## config.mk

```make
export PLATFORM = sky130hd
export DESIGN_NAME = la_capture
export DESIGN_NICKNAME = d
export VERILOG_FILES = /design/src/rtl/la_cap_pkg.sv /design/src/rtl/la_cap_mem.sv /design/src/rtl/la_cap_rec.sv /design/src/rtl/la_cap_fsm.sv /design/src/rtl/la_capture.sv
export SDC_FILE = /design/constraint.sdc
export NUM_CORES = 1
export LEC_CHECK = 0
export BUFFER_PORTS_ARGS = -buffer_cell sky130_fd_sc_hd__buf_4
export CORE_UTILIZATION = 55
export CTS_CLUSTER_DIAMETER = 120
export DETAILED_ROUTE_END_ITERATION = 12
export PLACE_DENSITY = 0.71
export RECOVER_POWER = 50
export SLEW_MARGIN = 20
export SYNTH_ARGS = -nofsm -noshare
export SYNTH_HDL_FRONTEND = slang
export SYNTH_SLANG_ARGS = --single-unit
```

## constraint.sdc

```tcl
create_clock -name clk -period 4.85 [get_ports clk]
set_input_delay 1.2125 -clock clk [delete_from_list [all_inputs] [get_ports clk]]
set_output_delay 1.2125 -clock clk [all_outputs]
set_load 0.03 [all_outputs]
```

## src/rtl/la_cap_pkg.sv

```systemverilog
package la_cap_pkg;

    localparam int PROBE_W  = 8;
    localparam int ADDR_W   = 6;
    localparam int DEPTH    = 1 << ADDR_W;
    localparam int WLOG_MAX = 2;
    localparam int WIN_MAX  = 1 << WLOG_MAX;
    localparam int WIN_W    = (WLOG_MAX > 0) ? WLOG_MAX : 1;
    localparam int NLOG_W   = $clog2(WLOG_MAX + 1);

    typedef logic [ADDR_W-1:0]  addr_t;
    typedef logic [ADDR_W:0]    cnt_t;
    typedef logic [PROBE_W-1:0] sample_t;
    typedef logic [WIN_W-1:0]   win_t;
    typedef logic [NLOG_W-1:0]  nlog_t;

    typedef enum logic [1:0] {
        ST_IDLE = 2'd0,
        ST_WAIT = 2'd1,
        ST_FILL = 2'd2
    } cap_state_e;

    typedef enum logic [1:0] {
        OP_NONE = 2'd0,
        OP_ARM  = 2'd1,
        OP_NOW  = 2'd2,
        OP_STOP = 2'd3
    } cap_op_e;

    typedef struct packed {
        nlog_t nlog;
        addr_t pre;
        logic  auto_rearm;
        logic  qual_en;
        logic  immediate;
    } cfg_t;

    typedef struct packed {
        logic    en;
        addr_t   addr;
        sample_t data;
    } wr_t;

    typedef struct packed {
        addr_t trig;
        addr_t pre_cnt;
    } win_rec_t;

    typedef struct packed {
        cap_state_e st;
        win_t       win;
        cnt_t       wp;
        cnt_t       pf;
        cnt_t       rem;
        logic       done;
        cfg_t       cfg;
    } ctl_t;

    localparam cnt_t CNT_ONE = cnt_t'(1);

    function automatic cnt_t win_len(nlog_t n);
        return cnt_t'(DEPTH) >> n;
    endfunction

    function automatic addr_t win_base(win_t w, nlog_t n);
        addr_t b;
        b = addr_t'(w);
        return b << (ADDR_W - int'(n));
    endfunction

    function automatic win_t last_win(nlog_t n);
        return win_t'((1 << n) - 1);
    endfunction

    function automatic cfg_t make_cfg(nlog_t n_raw, addr_t pre_raw,
                                      logic auto_r, logic qual, logic imm);
        cfg_t c;
        cnt_t len;
        c.nlog       = (n_raw > nlog_t'(WLOG_MAX)) ? nlog_t'(WLOG_MAX) : n_raw;
        len          = win_len(c.nlog);
        c.pre        = ({1'b0, pre_raw} >= len) ? addr_t'(len - CNT_ONE) : pre_raw;
        c.auto_rearm = auto_r;
        c.qual_en    = qual;
        c.immediate  = imm;
        return c;
    endfunction

    function automatic ctl_t open_win(ctl_t c, win_t w);
        ctl_t r;
        r     = c;
        r.win = w;
        r.wp  = '0;
        r.pf  = '0;
        r.rem = win_len(c.cfg.nlog);
        r.st  = c.cfg.immediate ? ST_FILL : ST_WAIT;
        return r;
    endfunction

endpackage

```

## src/rtl/la_cap_mem.sv

```systemverilog
module la_cap_mem
    import la_cap_pkg::*;
(
    input  logic    clk,
    input  wr_t     wr_i,
    input  addr_t   rd_addr_i,
    output sample_t rd_data_o
);

    sample_t store_q [DEPTH];

    always_ff @(posedge clk) begin
        if (wr_i.en) begin
            store_q[wr_i.addr] <= wr_i.data;
        end
        rd_data_o <= store_q[rd_addr_i];
    end

endmodule

```

## src/rtl/la_cap_rec.sv

```systemverilog
module la_cap_rec
    import la_cap_pkg::*;
(
    input  logic     clk,
    input  logic     rst,
    input  logic     we_i,
    input  win_t     idx_i,
    input  win_rec_t rec_i,
    input  win_t     sel_i,
    output win_rec_t rec_o
);

    win_rec_t recs_q [WIN_MAX];

    for (genvar g = 0; g < WIN_MAX; g++) begin : g_rec
        always_ff @(posedge clk) begin
            if (rst) begin
                recs_q[g] <= '0;
            end else if (we_i && (idx_i == win_t'(g))) begin
                recs_q[g] <= rec_i;
            end
        end
    end

    assign rec_o = recs_q[sel_i];

endmodule

```

## src/rtl/la_cap_fsm.sv

```systemverilog
module la_cap_fsm
    import la_cap_pkg::*;
(
    input  logic       clk,
    input  logic       rst,
    input  logic       cmd_valid_i,
    input  cap_op_e    cmd_op_i,
    input  cfg_t       cfg_i,
    input  logic       trig_i,
    input  logic       qual_i,
    input  sample_t    probe_i,
    output wr_t        wr_o,
    output logic       rec_we_o,
    output win_t       rec_idx_o,
    output win_rec_t   rec_o,
    output cap_state_e state_o,
    output win_t       win_o,
    output logic       done_o
);

    ctl_t  q, d;
    cnt_t  len, rem_cur;
    addr_t base;
    logic  store, filling, opened;

    always_comb begin
        d         = q;
        opened    = 1'b0;
        rec_we_o  = 1'b0;
        rec_idx_o = q.win;
        rec_o     = '0;
        wr_o      = '0;
        len       = win_len(q.cfg.nlog);
        base      = win_base(q.win, q.cfg.nlog);
        store     = !q.cfg.qual_en || qual_i;
        filling   = (q.st == ST_FILL);
        rem_cur   = q.rem;

        if (cmd_valid_i && (cmd_op_i == OP_ARM || cmd_op_i == OP_NOW)) begin
            d.cfg  = cfg_i;
            d.done = 1'b0;
            d      = open_win(d, '0);
            opened = 1'b1;
        end else if (cmd_valid_i && cmd_op_i == OP_STOP) begin
            d.st             = ST_IDLE;
            d.cfg.auto_rearm = 1'b0;
        end else if (q.st != ST_IDLE) begin
            if (q.st == ST_WAIT && trig_i) begin
                // trigger: the rest of the window is post-trigger storage
                filling           = 1'b1;
                rem_cur           = len - q.pf;
                d.st              = ST_FILL;
                d.rem             = rem_cur;
                rec_we_o          = 1'b1;
                rec_o.trig        = base + q.wp[ADDR_W-1:0];
                rec_o.pre_cnt     = q.pf[ADDR_W-1:0];
            end
            if (store) begin
                wr_o.en   = 1'b1;
                wr_o.addr = base + q.wp[ADDR_W-1:0];
                wr_o.data = probe_i;
                d.wp      = ((q.wp + CNT_ONE) == len) ? '0 : (q.wp + CNT_ONE);
                if (!filling) begin
                    if (q.pf < {1'b0, q.cfg.pre}) begin
                        d.pf = q.pf + CNT_ONE;
                    end
                end else if (rem_cur == CNT_ONE) begin
                    if (q.win != last_win(q.cfg.nlog)) begin
                        d      = open_win(d, q.win + win_t'(1));
                        opened = 1'b1;
                    end else begin
                        d.done = 1'b1;
                        if (d.cfg.auto_rearm) begin
                            d      = open_win(d, '0);
                            opened = 1'b1;
                        end else begin
                            d.st = ST_IDLE;
                        end
                    end
                end else begin
                    d.rem = rem_cur - CNT_ONE;
                end
            end
        end

        // an immediate window starts at its base with no pre-trigger part
        if (opened && d.cfg.immediate) begin
            rec_we_o      = 1'b1;
            rec_idx_o     = d.win;
            rec_o.trig    = win_base(d.win, d.cfg.nlog);
            rec_o.pre_cnt = '0;
        end
    end

    always_ff @(posedge clk) begin
        if (rst) begin
            q    <= '0;
            q.st <= ST_IDLE;
        end else begin
            q <= d;
        end
    end

    assign state_o = q.st;
    assign win_o   = q.win;
    assign done_o  = q.done;

endmodule

```

## src/rtl/la_capture.sv

```systemverilog
module la_capture
    import la_cap_pkg::*;
(
    input  logic                clk,
    input  logic                rst,
    input  logic [PROBE_W-1:0]  probe_i,
    input  logic                trig_i,
    input  logic                qual_i,
    input  logic                cmd_valid_i,
    input  logic [1:0]          cmd_op_i,
    input  logic [NLOG_W-1:0]   cfg_win_log2_i,
    input  logic [ADDR_W-1:0]   cfg_pre_i,
    input  logic                cfg_auto_i,
    input  logic                cfg_qual_i,
    input  logic [ADDR_W-1:0]   rd_addr_i,
    input  logic [WIN_W-1:0]    info_sel_i,
    output logic [PROBE_W-1:0]  rd_data_o,
    output logic [ADDR_W-1:0]   info_trig_o,
    output logic [ADDR_W-1:0]   info_pre_o,
    output logic [1:0]          state_o,
    output logic [WIN_W-1:0]    win_o,
    output logic                done_o
);

    cap_op_e    op;
    cfg_t       cfg;
    wr_t        wr;
    logic       rec_we;
    win_t       rec_idx;
    win_rec_t   rec_in, rec_out;
    cap_state_e st;

    assign op  = cap_op_e'(cmd_op_i);
    assign cfg = make_cfg(cfg_win_log2_i, cfg_pre_i, cfg_auto_i, cfg_qual_i,
                          op == OP_NOW);

    la_cap_fsm u_fsm (
        .clk         (clk),
        .rst         (rst),
        .cmd_valid_i (cmd_valid_i),
        .cmd_op_i    (op),
        .cfg_i       (cfg),
        .trig_i      (trig_i),
        .qual_i      (qual_i),
        .probe_i     (probe_i),
        .wr_o        (wr),
        .rec_we_o    (rec_we),
        .rec_idx_o   (rec_idx),
        .rec_o       (rec_in),
        .state_o     (st),
        .win_o       (win_o),
        .done_o      (done_o)
    );

    la_cap_mem u_mem (
        .clk       (clk),
        .wr_i      (wr),
        .rd_addr_i (rd_addr_i),
        .rd_data_o (rd_data_o)
    );

    la_cap_rec u_rec (
        .clk   (clk),
        .rst   (rst),
        .we_i  (rec_we),
        .idx_i (rec_idx),
        .rec_i (rec_in),
        .sel_i (info_sel_i),
        .rec_o (rec_out)
    );

    assign state_o     = st;
    assign info_trig_o = rec_out.trig;
    assign info_pre_o  = rec_out.pre_cnt;

endmodule

```

# Word level (Yosys, flattened, before mapping)
# Memories as Yosys holds them, arrays and structs flattened. A register that Yosys moved wholly into a read port is not among the register bits.
# Cells that the tools add are included.
[totals] in_bits=33 mem_count=2 ramBits=560 word_cells=151 out_inout_bits=25 reg_bits=37
[mem_list] name="u_mem.store_q" depth=64 word_bits=8 read_ports=1 rd_ports_with_merged_regs=1 wr=1 line_no="la_cap_mem.sv:10" source="sample_t store_q [DEPTH];"
[mem_list] name="u_rec.recs_q" depth=4 word_bits=12 read_ports=1 rd_ports_with_merged_regs=0 wr=4 line_no="la_cap_rec.sv:13" source="win_rec_t recs_q [WIN_MAX];"
[op_classes] n_lt_le_gt_ge=3 bitwise_logic=6 n_eq_ne=15 shifts=5 reduce_logical=25 addsub=10 mux=74
[ops] cell="37-bit 2-to-1 mux" count=4
[ops] cell="12-bit 2-to-1 mux" count=10
[ops] cell="2-bit by 32-bit << shifter with 6-bit output" count=2
[ops] cell="15-bit 2-to-1 mux" count=4
[ops] cell="7-bit 2-to-1 mux" count=8
[ops] cell="35-bit 2-to-1 mux" count=1
[ops] cell="1-bit 2-to-1 mux" count=34
[ops] cell="32-bit 2-to-1 mux" count=1
[ops] cell="19-bit 2-to-1 mux" count=1
[ops] cell="18-bit 2-to-1 mux" count=1
[ops] cell="2-bit 2-to-1 mux" count=8
[ops] cell="7-bit by 1-bit adder with 7-bit output (second input constant)" count=2
[ops] cell="7-bit by 2-bit right shift with 7-bit output (first input constant)" count=2
[ops] cell="6-bit AND reduction" count=2
[ops] cell="3-bit nonzero test" count=4
[ops] cell="11-bit 2-to-1 mux" count=1
[ops] cell="2-bit == test (second input constant)" count=5
[ops] cell="1-bit logical AND" count=8
[ops] cell="3-bit by 2-bit subtractor with 4-bit output (first input constant)" count=2
[ops] cell="7-bit by 1-bit == test with 1-bit output (second input constant)" count=1
[ops] cell="7-bit == test" count=1
[ops] cell="6-bit by 7-bit >= comparator with 1-bit output" count=1
[ops] cell="7-bit by 6-bit less-than comparator with 1-bit output" count=1
[ops] cell="7-bit by 1-bit subtractor with 7-bit output (second input constant)" count=1
[ops] cell="24 further kinds" count=33

# Depth between registers and ports, before layout
# Gate-level depths: netlist (run 1).
[logic_depth] word_depth=22 mapped_depth=15 ltp_nobuf=14

# Hierarchy
# A second synthesis (run 1) with hierarchy kept.
[hier_totals] hier_cells=1565 hier_area_um2=25773.5
[modules_own_cells] mod="la_cap_mem" n_inst=1 cells_each=940 area_each_um2=20166.8 seq_area_each_um2=15534.9
[modules_own_cells] mod="la_cap_fsm" n_inst=1 cells_each=464 area_each_um2=3354.5 seq_area_each_um2=740.7
[modules_own_cells] mod="la_cap_rec" n_inst=1 cells_each=137 area_each_um2=2089.5 seq_area_each_um2=1441.4
[modules_own_cells] mod="la_capture" n_inst=1 cells_each=24 area_each_um2=162.7 seq_area_each_um2=0.0

# Worst setup path after synthesis (run 1)
# No wires, ideal clock.
[synth_path] path_kind="input to register" startpoint="input trig_i" endpoint="memory u_rec.recs_q[1][0] in the netlist's numbering, enable pin" path_slack_ns=0.632 setup_time_ns=0.383 n_path_buf=2 t_required_ns=4.467 path_stages=12 arrival_ns=3.834 path_cell_list="nand3b_4 -> clkbuf_1 -> nand2_1 -> a21boi_0 -> inv_1 -> ha_1 -> and2_1 -> and3_1 -> buf_6 -> a311oi_4 -> a21oi_2 -> o21bai_1"
[synth_rtl] element="start: declaration" line_no="la_capture.sv:7" source="input logic trig_i,"
[synth_rtl] element="end: declaration" line_no="la_cap_rec.sv:13"

==> results of run 1 <==
-- how the worst min path moves through the flow --
stage	startpoint	end	slack, ps	cells past startpoint
floorplan	u_fsm.q[4]$_SDFFE_PP0P_	u_fsm.q[4]$_SDFFE_PP0P_	440	2
global placement	u_fsm.q[1]$_SDFFE_PP0P_	u_fsm.q[1]$_SDFFE_PP0P_	460	2
detailed placement	u_fsm.q[1]$_SDFFE_PP0P_	u_fsm.q[1]$_SDFFE_PP0P_	470	2
CTS	u_fsm.q[6]$_SDFFE_PP0P_	u_fsm.q[6]$_SDFFE_PP0P_	480	2
global route	u_fsm.q[1]$_SDFFE_PP0P_	u_fsm.q[1]$_SDFFE_PP0P_	510	2
finish	u_fsm.q[6]$_SDFFE_PP0P_	u_fsm.q[6]$_SDFFE_PP0P_	480	2
-- per-layer routing --
| metal | routed length, um | vias up | part of all wire [%] | GRT usage (%) |
|---|---|---|---|---|
| li1 | - | 5796 | - | - |
| met1 | 24200 | 6976 | 43 | 36.7 |
| met2 | 26900 | 496 | 48 | 38.7 |
| met3 | 3880 | 103 | 6.9 | 4.19 |
| met4 | 1450 | 2 | 2.6 | 7.64 |
| met5 | 9 | - | 0.016 | 0 |
-- logic make-up (layout without fill, tap and decap cells) --
kind of cell | count (synthesis) | in the layout | synth area share, %
other | 1 | 1 | 0.0149
multiplexers | 184 | 184 | 16.3
AND/OR/NAND/NOR | 329 | 329 | 6.05
adder cells (fa/ha/maj) | 29 | 29 | 1.48
XOR/XNOR | 25 | 25 | 0.872
buffers and inverters | 90 | 272 | 1.52
AO/OA/AOI/OAI | 120 | 120 | 3.17
flip-flops | 605 | 605 | 70.6
-- per-stage QoR --
stage,setup WS [ps],cell area [um^2],utilization (%),power (mW),std cells
final,326,28500,63.8,10.7,2157
after global routing,116,28500,63.8,11.0,2157
after CTS,600,28600,64.2,10.8,2157
after detailed placement,580,26800,60.0,6.39,2054
after global placement,640,26800,60.0,6.38,2054
after floorplan,632,25100,-,6.18,1383
-- Yosys cell counts, types with 12 or more instances --
| master | number |
|---|---|
| sky130_fd_sc_hd__nand3_1 | 17 |
| sky130_fd_sc_hd__ha_1 | 28 |
| sky130_fd_sc_hd__and2_1 | 15 |
| sky130_fd_sc_hd__buf_1 | 17 |
| sky130_fd_sc_hd__clkbuf_1 | 39 |
| sky130_fd_sc_hd__nor3_1 | 14 |
| sky130_fd_sc_hd__mux4_2 | 180 |
| sky130_fd_sc_hd__inv_1 | 23 |
| sky130_fd_sc_hd__a21oi_1 | 37 |
| sky130_fd_sc_hd__o21ai_0 | 24 |
| sky130_fd_sc_hd__dfxtp_1 | 45 |
| sky130_fd_sc_hd__edfxtp_1 | 560 |
| sky130_fd_sc_hd__nor2_1 | 159 |
| sky130_fd_sc_hd__xnor2_1 | 12 |
| sky130_fd_sc_hd__nand2_1 | 58 |
| sky130_fd_sc_hd__xor2_1 | 13 |
-- registers in the layout, summed over array words and instances, names as in the netlist --
signal / count
u_fsm.state_o: 2
u_mem.store_q: 512
u_fsm.win_o: 2
u_mem.rd_data_o: 8
u_fsm.q: 32
u_fsm.done_o: 1
u_rec.recs_q: 48
-- cell type report --
| class | instances | area (um^2) | area share (%) |
|---|---|---|---|
| clock buffers | 80 | 1550 | 5.45 |
| clock inverters | 23 | 305 | 1.07 |
| inverters | 23 | 86.3 | 0.303 |
| multi-input cells | 688 | 6980 | 24.5 |
| flip-flops and latches | 605 | 17700 | 62.2 |
| well taps | 592 | 741 | 2.60 |
| repair buffers | 146 | 1090 | 3.84 |
-- power by group through the flow --
stage	logic, mW	clock network [mW]	registers (mW)
after global placement	0.577	0	5.81
after detailed placement	0.583	0	5.81
after global routing	0.599	4.68	5.70
after floorplan	0.361	0	5.82
after CTS	0.586	4.51	5.70
final	0.561	4.44	5.70
-- worst max-delay path, stage by stage (launching register included) --
cell                       delay (ps)
sky130_fd_sc_hd__dfxtp_1          540
sky130_fd_sc_hd__ha_1             350
sky130_fd_sc_hd__ha_1             310
sky130_fd_sc_hd__nor4b_1          160
sky130_fd_sc_hd__o311ai_0         430
sky130_fd_sc_hd__xor2_1           170
sky130_fd_sc_hd__o22a_1           230
sky130_fd_sc_hd__and3_1           280
sky130_fd_sc_hd__a311oi_1         930
sky130_fd_sc_hd__a21oi_2          140
sky130_fd_sc_hd__or3_1            630
sky130_fd_sc_hd__nor2_2           180
-- placed cells by master (no fill, tap or decap), types with 11 or more instances in the layout --
master / instances
sky130_fd_sc_hd__a21oi_1: 37
sky130_fd_sc_hd__buf_4: 100
sky130_fd_sc_hd__clkbuf_1: 49
sky130_fd_sc_hd__clkbuf_16: 57
sky130_fd_sc_hd__clkinv_2: 11
sky130_fd_sc_hd__dfxtp_1: 45
sky130_fd_sc_hd__edfxtp_1: 560
sky130_fd_sc_hd__ha_1: 28
sky130_fd_sc_hd__inv_1: 23
sky130_fd_sc_hd__mux4_2: 180
sky130_fd_sc_hd__nand2_1: 58
sky130_fd_sc_hd__nand3_1: 17
sky130_fd_sc_hd__nor2_1: 159
sky130_fd_sc_hd__nor3_1: 14
sky130_fd_sc_hd__o21ai_0: 24
sky130_fd_sc_hd__xnor2_1: 12
sky130_fd_sc_hd__xor2_1: 13
==> qor.log, run 1 <==
qor: yosys.yosys.cell_types.count 71
qor: run.cap_violations 8
qor: timing.hold_ws 477 ps
qor: yosys.synth_sequential_area_ratio 70.6%
qor: clock_tree.numCtsBuffers 57
qor: grt.antenna_found_initial 1
qor: layout.number_of_nets_in_the_finished_design 1583
qor: routing.route.detailed.drc 0
qor: critical_path.slack_of_the_worst_reg_to_reg_path 330 ps
qor: routing.num_vias 13373
qor: yosys.number_of_enable_flip_flop_cells_after_synthesis 560
qor: placed_design.place_hpwl 36800 um
qor: clock_tree.cts-hold-fix-buffers 0
qor: clock_tree.numClockSinks 605
qor: min_path.type_of_the_tightest_min_delay_check flip-flop to flip-flop
qor: timing.number_of_endpoints_with_negative_hold_slack_in_the_final_report 0
qor: yosys.commonest_register_cell_after_synthesis sky130_fd_sc_hd__edfxtp_1
qor: critical_path.r2r-end u_rec.recs_q[1][7]$_SDFFCE_PN0P_
qor: critical_path.timing.reg2reg.worst_path_depth 11
qor: clock_tree.worstSkewPairLatency 620 ps
qor: critical_path.critPathArrivalTime 4970 ps
qor: power_and_ir_drop.comb_power_share 5.2%
qor: power_and_ir_drop.power_frac_clock 41.5%
qor: clock_tree.clock_tree_from_tritoncts built
qor: grt.pin_count_of_the_biggest_net_entering_global_routing 65
qor: power_and_ir_drop.power.share.switching 20.9%
qor: grt.first_global_vias 13323
qor: floorplan.coreArea 44600 um^2
qor: yosys.synth_area_leaders sky130_fd_sc_hd__edfxtp_1 67%, sky130_fd_sc_hd__mux4_2 16%, sky130_fd_sc_hd__dfxtp_1 3.6%, sky130_fd_sc_hd__nor2_1 2.4%, sky130_fd_sc_hd__ha_1 1.4%
qor: timing.worst_clock_skew 26.7 ps
qor: floorplan.top_level_ports 58
qor: yosys.syn_inst 1383
qor: clock_tree.path_clk_slew 70 ps
qor: critical_path.crit_path_end u_rec.recs_q[1][7]$_SDFFCE_PN0P_
qor: critical_path.end_kind flip-flop
qor: placed_design.placement.io_buffers 57
qor: timing.slew_violations 249
qor: timing.timing.final.setup_violations 0
qor: yosys.ys_async_sr_fraction 0%
qor: clock_tree.cts_root_buffer sky130_fd_sc_hd__clkbuf_16
qor: power_and_ir_drop.power.ir.vdd_worst 0.282 mV
qor: power_and_ir_drop.net-switching-power 2.23 mW
qor: floorplan.fp.dieH 216 um
qor: power_and_ir_drop.power.share.sequential 53.2%
qor: yosys.synth_fp_nets 1445
qor: timing.max_slew_margin -33.7%
qor: yosys.number_of_warnings_reported_in_the_yosys_synthesis_log 0
qor: clock_tree.post-cts-setup-buffers 0
qor: clock_tree.postCtsResizedCells 0
qor: timing.setup-tns-final 0 ps
qor: floorplan.die-width 216 um
qor: power_and_ir_drop.power.density_cell_area 376 nW/um^2
qor: layout.drive_gt1_share 25.5%
qor: routing.routed_via_density 6.20
qor: routing.drt_pass1_iterations 5
qor: run_status.failed_checks max-capacitance violations, max-slew violations
qor: critical_path.crit_start u_fsm.q[9]$_SDFF_PP0_
qor: grt.grt_overflow 0
qor: power_and_ir_drop.leakage 9.25 nW
qor: placed_design.gp_congestion 0.893
qor: critical_path.critPathKind flip-flop to flip-flop
qor: yosys.yosys.area.top_type_share 67.0%
qor: routing.wirelength 56500 um
qor: floorplan.die-area 46500 um^2
qor: routing.detailedRoute.firstIterationViolations 1510
qor: critical_path.r2r_start u_fsm.q[9]$_SDFF_PP0_
qor: critical_path.start_kind flip-flop
qor: timing.timing.fmax 221 MHz
qor: yosys.synth.ff_latch_count 605
qor: layout.nFillCells 3081
qor: timing.finalCriticalPeriod 4520 ps
qor: yosys.area_of_the_mapped_netlist 25100 um^2
qor: clock_tree.number_of_h_tree_levels 2
qor: critical_path.cp_max_fo 12
qor: yosys.synthDominantAreaCellType sky130_fd_sc_hd__edfxtp_1
qor: floorplan.start_util 56.3%
qor: layout.area_growth 13.4%
qor: floorplan.std_cell_rows 77
qor: timing.rsz0062_at_grt no
qor: critical_path.data_required_time_at_the_worst_endpoint 5300 ps
qor: grt.first_pass_grt_wire_length 85000 um
qor: yosys.syn-mean-instance-area 18.1 um^2
qor: routing.wire_per_inst 26.2 um
qor: timing.timing.final.crit_share 93.3%
qor: clock_tree.ctsLongestPathBuffers 3
qor: power_and_ir_drop.internal_power 8.47 mW
qor: layout.num_antenna_cells 0
qor: grt.track_usage 25.0%
qor: timing.worstMarginPinSlew 2010 ps
qor: run_status.run_status finished, violations left
qor: routing.postRouteAntennaNets 0
(Power assumes the default switching activity.)
==> inputs of run 2 (changes only) <==
- BUFFER_PORTS_ARGS: -buffer_cell sky130_fd_sc_hd__buf_4 -> -buffer_cell sky130_fd_sc_hd__buf_2
- PLACE_DENSITY: 0.71 -> 0.74
- clock period: 4.85 -> 3.95 ns (I/O delays scaled with it)
==> run 2 against run 1 <==
The flow still finishes with violations (max-capacitance violations, max-slew violations). Clock power is 22% higher. Sequential cell count stayed put. Clock skew is 3.3 ps higher. Via count is 1.1% higher. First-iteration DRC count is 1.1% higher. Register-to-register slack worse by 50 ps. Worst setup slack worse by 170 ps. Count of clock-buffer cells in the layout is 10 lower. Hold slack worse by 3.4 ps. Largest power group unchanged.
==> qor.log, run 2 (synthesis gave the netlist of run 1 again) <==
qor: routing.wirelength 57200 um [+1.3%]
qor: run_status.run_status finished, violations left
qor: power_and_ir_drop.leakage 9.37 nW [+1.3%]
qor: critical_path.critPathKind input port to flip-flop
qor: layout.layoutNonFillerInstCount 2191 [+1.6%]
qor: timing.max_slew_margin -1.86% [+32 points]
qor: critical_path.crit_path_max_incr_delay 1120 ps [+190 ps]
qor: critical_path.cp_max_fo 64 [+52]
qor: clock_tree.number_of_h_tree_levels 2 [unchanged]
qor: critical_path.start_kind input port
qor: layout.top_regs u_mem.store_q (512), u_rec.recs_q (48), u_fsm.q (32)
qor: clock_tree.numClockSinks 605 [unchanged]
qor: critical_path.critPathArrivalTime 3990 ps [-980 ps]
qor: power_and_ir_drop.total_power 13.1 mW [+22%]
qor: timing.finalCriticalPeriod 3790 ps
qor: routing.wire_per_inst 26.1 um [-0.32%]
qor: routing.detailedRoute.firstIterationViolations 1526 [+1.1%]
qor: floorplan.std_cell_rows 77 [unchanged]
qor: floorplan.fp.dieH 216 um [unchanged]
qor: layout.largest_register_ffs 512 [unchanged]
qor: timing.slew_violations 77 [-69%]
qor: grt.grt_overflow 0 [unchanged]
qor: placed_design.gp_congestion 0.901 [+0.90%]
qor: power_and_ir_drop.power.ir.vdd_worst 0.384 mV [+36%]
qor: layout.mostFrequentLayoutCell sky130_fd_sc_hd__edfxtp_1
qor: floorplan.top_level_ports 58 [unchanged]
qor: power_and_ir_drop.power.density_cell_area 457 nW/um^2 [+22%]
qor: timing.worstMarginPinSlew 1530 ps [-477 ps]
qor: layout.drive_gt1_share 27.8% [+2.3 points]
qor: clock_tree.cts_root_buffer sky130_fd_sc_hd__clkbuf_16
qor: timing.hold_ws 474 ps [-3.36 ps]
qor: clock_tree.numCtsBuffers 57 [unchanged]
qor: timing.timing.final.crit_share 96.1%
qor: placed_design.dpl.cell_count 2085 [+1.5%]
qor: clock_tree.clock_tree_from_tritoncts built
qor: clock_tree.worstSkewPairLatency 630 ps [about the same]
qor: placed_design.placement.io_buffers 57 [unchanged]
qor: grt.pin_count_of_the_biggest_net_entering_global_routing 65 [unchanged]
qor: routing.route.detailed.drc 0 [unchanged]
qor: layout.area_growth 14.1%
qor: critical_path.critPathMostFrequentCell sky130_fd_sc_hd__clkbuf_1
qor: critical_path.data_required_time_at_the_worst_endpoint 4150 ps [-1150 ps]
qor: run.cap_violations 2 [-6]
qor: routing.drt_pass1_iterations 5 [unchanged]
qor: clock_tree.ctsLongestPathBuffers 3 [unchanged]
qor: grt.first_pass_grt_wire_length 86500 um [+1.7%]
qor: routing.num_vias 13519 [+1.1%]
qor: placed_design.place_hpwl 35000 um [-5.0%]
qor: timing.number_of_endpoints_with_negative_hold_slack_in_the_final_report 0 [unchanged]
qor: grt.track_usage 25.3% [+0.34 points]
qor: floorplan.coreArea 44600 um^2 [unchanged]
qor: routing.routed_via_density 6.17 [-0.48%]
qor: layout.num_antenna_cells 0 [unchanged]
qor: run_status.failed_checks max-capacitance violations, max-slew violations
qor: layout.nFillCells 2975 [-3.4%]
qor: clock_tree.cts-hold-fix-buffers 0 [unchanged]
qor: layout.most-common-layout-cells 560 x sky130_fd_sc_hd__edfxtp_1, 180 x sky130_fd_sc_hd__mux4_2, 159 x sky130_fd_sc_hd__nor2_1, 98 x sky130_fd_sc_hd__buf_4
qor: routing.postRouteAntennaNets 0 [unchanged]
qor: timing.timing.final.setup_violations 0 [unchanged]
qor: timing.worst_clock_skew 29.9 ps [+3.27 ps]
qor: critical_path.critical_path.cell_chain clkbuf_1 -> inv_1 -> ha_1 -> nor2b_1 -> clkbuf_1 -> nor3_1 -> clkbuf_1 -> and2_0 -> clkbuf_2
qor: floorplan.start_util 56.3% [unchanged]
qor: timing.timing.fmax 264 MHz
qor: min_path.type_of_the_tightest_min_delay_check flip-flop to flip-flop
qor: layout.top_register u_mem.store_q
qor: grt.antenna_found_initial 0 [-1]
qor: clock_tree.path_clk_slew 60 ps [about the same]
qor: layout.number_of_nets_in_the_finished_design 1614 [+2.0%]
qor: grt.first_global_vias 13659 [+2.5%]
qor: floorplan.die-width 216 um [unchanged]
qor: floorplan.die-area 46500 um^2 [unchanged]
qor: critical_path.end_kind flip-flop
qor: critical_path.slowest_stage sky130_fd_sc_hd__clkbuf_2
-- run 2: cell count changes in the layout (fill, tap and decap cells not counted), moves of 2 or more --
| cell | change |
|---|---|
| sky130_fd_sc_hd__clkinvlp_4 | +6 |
| sky130_fd_sc_hd__clkinv_1 | +4 |
| sky130_fd_sc_hd__clkinv_4 | +2 |
| sky130_fd_sc_hd__buf_4 | -2 |
| sky130_fd_sc_hd__clkbuf_1 | -7 |
| sky130_fd_sc_hd__buf_2 | +31 |
| sky130_fd_sc_hd__and2_0 | -3 |
| sky130_fd_sc_hd__buf_12 | -2 |
| sky130_fd_sc_hd__and2_2 | +3 |
-- run 2: final timing paths --
| path | startpoint | endpoint | cells after the start | slack, ps |
|---|---|---|---|---|
| max | cmd_op_i[0] | u_mem.store_q[32][6]$_DFFE_PP_ | 9 | 160 |
| max reg2reg | u_fsm.q[10]$_SDFF_PP0_ | u_mem.store_q[30][2]$_DFFE_PP_ | 15 | 280 |
| min | u_fsm.q[6]$_SDFFE_PP0P_ | u_fsm.q[6]$_SDFFE_PP0P_ | 2 | 470 |
| min reg2reg | u_fsm.q[6]$_SDFFE_PP0P_ | u_fsm.q[6]$_SDFFE_PP0P_ | 2 | 470 |
-- run 2: power breakdown --
| part | leakage (nW) | internal [mW] | switching [mW] | total [mW] |
|---|---|---|---|---|
| Clock | 0.894 | 3.05 | 2.35 | 5.40 |
| Combinational | 2.94 | 0.285 | 0.405 | 0.691 |
| Sequential | 5.53 | 6.98 | 0.0189 | 7.00 |
-- run 2: cell type report --
class	count	area [um^2]	area share (%)
Sequential cell	605	17700	61.9
Tap cell	592	741	2.59
Clock buffer	70	1510	5.26
Inverter	23	86.3	0.301
Multi-Input combinational cell	688	7020	24.5
Clock inverter	36	353	1.23
Timing Repair Buffer	177	1210	4.24
-- run 2: metal layers --
layer | wire length [um] | global-route usage [%] | part of all wire [%]
met5 | 0 | 0 | 0
met4 | 1500 | 7.07 | 2.6
met3 | 3490 | 3.64 | 6.1
met2 | 28400 | 40.8 | 50
met1 | 23800 | 36.4 | 42
-- run 2: timing repair --
item                       4_1_cts  5_1_grt
resized for setup                0        3
hold endpoints to repair         0        0
setup buffers                    0        0
setup endpoints to repair        0      121
-- run 2: worst max-delay path: cells and delay by family --
family	cells	cell delay, ps
adder cells (fa/ha/maj)	1	280
buffers and inverters	5	2140
AND/OR/NAND/NOR	3	520
-- run 2: per-stage QoR --
| stage | cell area (um^2) | util (%) | setup TNS [ps] | setup WS, ps |
|---|---|---|---|---|
| after detailed placement | 27000 | 60.4 | 0 | 182 |
| after CTS | 28800 | 64.6 | 0 | 154 |
| after floorplan | 25100 | - | 0 | 206 |
| after global placement | 27000 | 60.4 | 0 | 274 |
| final | 28600 | 64.2 | 0 | 155 |
| after global routing | 28600 | 64.2 | -19.6 | -6.04 |
==> inputs of run 3 (changes only) <==
- ABC_AREA: not set -> 1
==> run 3 against run 2 <==
The run still ends with max-capacitance violations, max-slew violations left. Worst setup slack lost 15 ps. Synthesized area up 2.8%. First-iteration DRC count is 90% higher. Via count is 37% higher. Die area rose by 2.8%.
==> qor.log, run 3 <==
qor: timing.slew_violations 468 [+510%]
qor: timing.timing.fmax 263 MHz [-0.39%]
qor: clock_tree.clock_tree_from_tritoncts built
qor: yosys.synth_area_leaders sky130_fd_sc_hd__edfxtp_1 65%, sky130_fd_sc_hd__nor2_1 7.8%, sky130_fd_sc_hd__o21ai_0 7.1%, sky130_fd_sc_hd__o22ai_1 3.6%, sky130_fd_sc_hd__dfxtp_1 3.5%
qor: clock_tree.numClockSinks 605 [unchanged]
qor: min_path.timing.hold.worst_endpoint u_fsm.q[1]$_SDFFE_PP0P_
qor: routing.wire_per_inst 22.3 um [-14%]
qor: critical_path.end_kind flip-flop
qor: layout.top_regs u_mem.store_q (512), u_rec.recs_q (48), u_fsm.q (32)
qor: critical_path.data_required_time_at_the_worst_endpoint 4110 ps [-40 ps]
qor: timing.finalCriticalPeriod 3810 ps [+14.7 ps]
qor: timing.max_slew_margin -21.6% [-20 points]
qor: min_path.timing.hold.worst_path_depth 2 [unchanged]
qor: routing.route.detailed.drc 0 [unchanged]
qor: clock_tree.cts_root_buffer sky130_fd_sc_hd__clkbuf_16
qor: layout.final_core_util 64.1% [-0.14 points]
qor: grt.first_pass_grt_wire_length 103000 um [+19%]
qor: floorplan.start_util 56.2% [about the same]
qor: layout.num_antenna_cells 0 [unchanged]
qor: critical_path.cp_max_fo 64 [unchanged]
qor: grt.grt_overflow 0 [unchanged]
qor: critical_path.critPathArrivalTime 3970 ps [-20 ps]
qor: timing.worst_clock_skew 17.5 ps [-12.4 ps]
qor: critical_path.r2r_start u_fsm.q[9]$_SDFF_PP0_
qor: yosys.ys_async_sr_fraction 0% [unchanged]
qor: timing.worstMarginPinSlew 1820 ps [+289 ps]
qor: critical_path.slack_of_the_worst_reg_to_reg_path 240 ps [-40 ps]
qor: clock_tree.ctsLongestPathBuffers 3 [unchanged]
qor: timing.timing.final.setup_violations 0 [unchanged]
qor: routing.routed_via_density 6.14 [-0.55%]
qor: critical_path.r2r-end u_mem.store_q[60][2]$_DFFE_PP_
qor: run.cap_violations 8 [+6]
qor: layout.most-common-layout-cells 560 x sky130_fd_sc_hd__edfxtp_1, 527 x sky130_fd_sc_hd__nor2_1, 365 x sky130_fd_sc_hd__o21ai_0, 149 x sky130_fd_sc_hd__o22ai_1, 120 x sky130_fd_sc_hd__nand2_1
qor: layout.mostFrequentLayoutCell sky130_fd_sc_hd__edfxtp_1
qor: floorplan.fp.dieH 219 um [+1.4%]
qor: critical_path.critPathKind input port to flip-flop
qor: clock_tree.numCtsBuffers 59 [+3.5%]
qor: critical_path.start_kind input port
qor: routing.detailedRoute.firstIterationViolations 2895 [+90%]
qor: yosys.syn-mean-instance-area 11.4 um^2 [-37%]
qor: placed_design.gp_congestion 0.925 [+2.6%]
qor: min_path.hp-start u_fsm.q[1]$_SDFFE_PP0P_
qor: timing.timing.final.crit_share 96.4% [+0.37 points]
qor: yosys.top_cells_by_instance_count_after_synthesis 560 x sky130_fd_sc_hd__edfxtp_1, 533 x sky130_fd_sc_hd__nor2_1, 365 x sky130_fd_sc_hd__o21ai_0
qor: yosys.number_of_warnings_reported_in_the_yosys_synthesis_log 0 [unchanged]
qor: min_path.type_of_the_tightest_min_delay_check flip-flop to flip-flop
qor: yosys.yosys.cell_types.count 52 [-27%]
qor: grt.pin_count_of_the_biggest_net_entering_global_routing 110 [+69%]
qor: clock_tree.worstSkewPairLatency 630 ps [about the same]
qor: floorplan.coreArea 45900 um^2 [+2.8%]
qor: routing.num_vias 18532 [+37%]
qor: yosys.synth_fp_nets 2323 [+61%]
qor: clock_tree.post-cts-setup-buffers 0 [unchanged]
qor: grt.first_global_vias 17723 [+30%]
qor: power_and_ir_drop.power.ir.vdd_worst 0.508 mV [+32%]
qor: yosys.synth.ff_latch_count 605 [unchanged]
qor: yosys.yosys.area.top_type_share 65.2% [-1.8 points]
qor: floorplan.top_level_ports 58 [unchanged]
qor: routing.wirelength 67500 um [+18%]
qor: yosys.synthDominantAreaCellType sky130_fd_sc_hd__edfxtp_1
qor: placed_design.place_hpwl 41500 um [+19%]
qor: yosys.commonest_register_cell_after_synthesis sky130_fd_sc_hd__edfxtp_1
qor: timing.number_of_endpoints_with_negative_hold_slack_in_the_final_report 0 [unchanged]
qor: power_and_ir_drop.power.density_cell_area 477 nW/um^2 [+4.3%]
qor: clock_tree.number_of_h_tree_levels 2 [unchanged]
qor: clock_tree.path_clk_slew 60 ps [about the same]
qor: layout.area_growth 13.9%
qor: power_and_ir_drop.leakage 10.2 nW [+9.0%]
qor: layout.drive_gt1_share 11.8% [-16 points]
qor: yosys.synthMostInstantiatedCell sky130_fd_sc_hd__edfxtp_1
qor: run_status.failed_checks max-capacitance violations, max-slew violations
qor: run_status.run_status finished, violations left
qor: floorplan.die-width 219 um [+1.4%]
qor: floorplan.die-area 47800 um^2 [+2.8%]
qor: layout.top_register u_mem.store_q
qor: timing.hold_ws 456 ps [-17.8 ps]
qor: yosys.syn_inst 2261 [+63%]
qor: routing.postRouteAntennaNets 0 [unchanged]
qor: grt.antenna_found_initial 1 [+1]
qor: critical_path.timing.reg2reg.worst_path_depth 18 [+3]
qor: yosys.area_of_the_mapped_netlist 25800 um^2 [+2.8%]
qor: floorplan.std_cell_rows 78 [+1.3%]
qor: placed_design.placement.io_buffers 57 [unchanged]
qor: layout.number_of_nets_in_the_finished_design 2433 [+51%]
qor: grt.track_usage 28.4% [+3.1 points]
qor: routing.drt_pass1_iterations 6 [+1]
qor: layout.largest_register_ffs 512 [unchanged]
qor: yosys.synth_sequential_area_ratio 68.7% [-1.9 points]
qor: yosys.number_of_enable_flip_flop_cells_after_synthesis 560 [unchanged]
-- run 3: cell types whose count changed in the layout (fill, tap and decap cells not counted), moves of 11 or more --
cell                       previous run  this run
sky130_fd_sc_hd__nor2_1             159       527
sky130_fd_sc_hd__o21ai_0             24       365
sky130_fd_sc_hd__mux4_2             180         0
sky130_fd_sc_hd__o22ai_1              3       149
sky130_fd_sc_hd__inv_1               23        94
sky130_fd_sc_hd__nand2_1             57       120
sky130_fd_sc_hd__nand3_1             17        45
sky130_fd_sc_hd__o221ai_1             1        23
sky130_fd_sc_hd__clkinv_1             6        19
sky130_fd_sc_hd__nand2_2              1        12
sky130_fd_sc_hd__o211ai_1             1        12
-- run 3: final cells by class --
| type | instances | area (um^2) |
|---|---|---|
| Tap cell | 600 | 751 |
| Timing Repair Buffer | 178 | 1290 |
| Fill cell | 3435 | 16500 |
| Sequential cell | 605 | 17700 |
| Clock buffer | 75 | 1600 |
| Inverter | 108 | 410 |
| Clock inverter | 35 | 424 |
| Multi-Input combinational cell | 1419 | 7190 |
-- run 3: what timing repair did --
item	in CTS	in global routing
hold buffers	0	0
resized for setup	0	10
endpoints found under the setup margin	0	221
-- run 3: cell families after synthesis --
kind of cell,Yosys count,share of synthesized area [%]
flip-flops,605,68.7
AND/OR/NAND/NOR,753,12.1
AO/OA/AOI/OAI,617,13.5
buffers and inverters,237,3.65
adder cells (fa/ha/maj),29,1.44
XOR/XNOR,19,0.645
other,1,0.0145
-- run 3: worst max-delay path, stage by stage --
cell,delay (ps)
sky130_fd_sc_hd__buf_2,110
sky130_fd_sc_hd__ha_1,190
sky130_fd_sc_hd__nand2_1,90
sky130_fd_sc_hd__inv_1,60
sky130_fd_sc_hd__nor2_1,150
sky130_fd_sc_hd__inv_2,60
sky130_fd_sc_hd__nor2_2,220
sky130_fd_sc_hd__inv_2,150
sky130_fd_sc_hd__nor2_1,220
sky130_fd_sc_hd__inv_1,100
sky130_fd_sc_hd__buf_4,210
sky130_fd_sc_hd__nor2_4,90
sky130_fd_sc_hd__clkbuf_2,1280
-- run 3: metal layers --
metal | GRT usage, % | share of wire, % | vias to the layer above
li1 | - | - | 8389
met1 | 40.1 | 41 | 8883
met2 | 45.3 | 47 | 1118
met3 | 5.14 | 10 | 140
met4 | 7.83 | 2.5 | 2
met5 | 0 | 0.019 | -
-- run 3: through the flow --
| stage | power [mW] | setup WS (ps) | cells | setup TNS (ps) | cell area, um^2 |
|---|---|---|---|---|---|
| 2_1_floorplan | 7.85 | -248 | 2261 | -126820 | 25800 |
| 3_3_place_gp | 8.24 | 96.8 | 2910 | 0 | 27500 |
| 3_5_place_dp | 8.26 | 56.2 | 2910 | 0 | 27500 |
| 4_1_cts | 14.1 | 154 | 3020 | 0 | 29500 |
| 5_1_grt | 14.4 | -30.2 | 3020 | -201 | 29400 |
| 6_report | 14.0 | 141 | 3020 | 0 | 29400 |
-- run 3: worst max-delay path by stage --
stage               slack [ps]                             end             startpoint
global route               -30  u_mem.store_q[60][2]$_DFFE_PP_  u_fsm.q[9]$_SDFF_PP0_
global placement           100  u_mem.store_q[60][4]$_DFFE_PP_            cmd_op_i[0]
detailed placement          60  u_mem.store_q[60][4]$_DFFE_PP_            cmd_op_i[0]
CTS                        150  u_mem.store_q[37][5]$_DFFE_PP_  u_fsm.q[9]$_SDFF_PP0_
finish                     140  u_mem.store_q[37][5]$_DFFE_PP_            cmd_op_i[0]
floorplan                 -250   u_mem.store_q[0][0]$_DFFE_PP_            cmd_op_i[0]
-- run 3: power breakdown --
group | switching, mW | internal [mW] | total [mW]
Sequential | 0.0243 | 7.05 | 7.07
Combinational | 0.773 | 0.282 | 1.06
Clock | 2.38 | 3.50 | 5.88
Total | 3.17 | 10.8 | 14.0
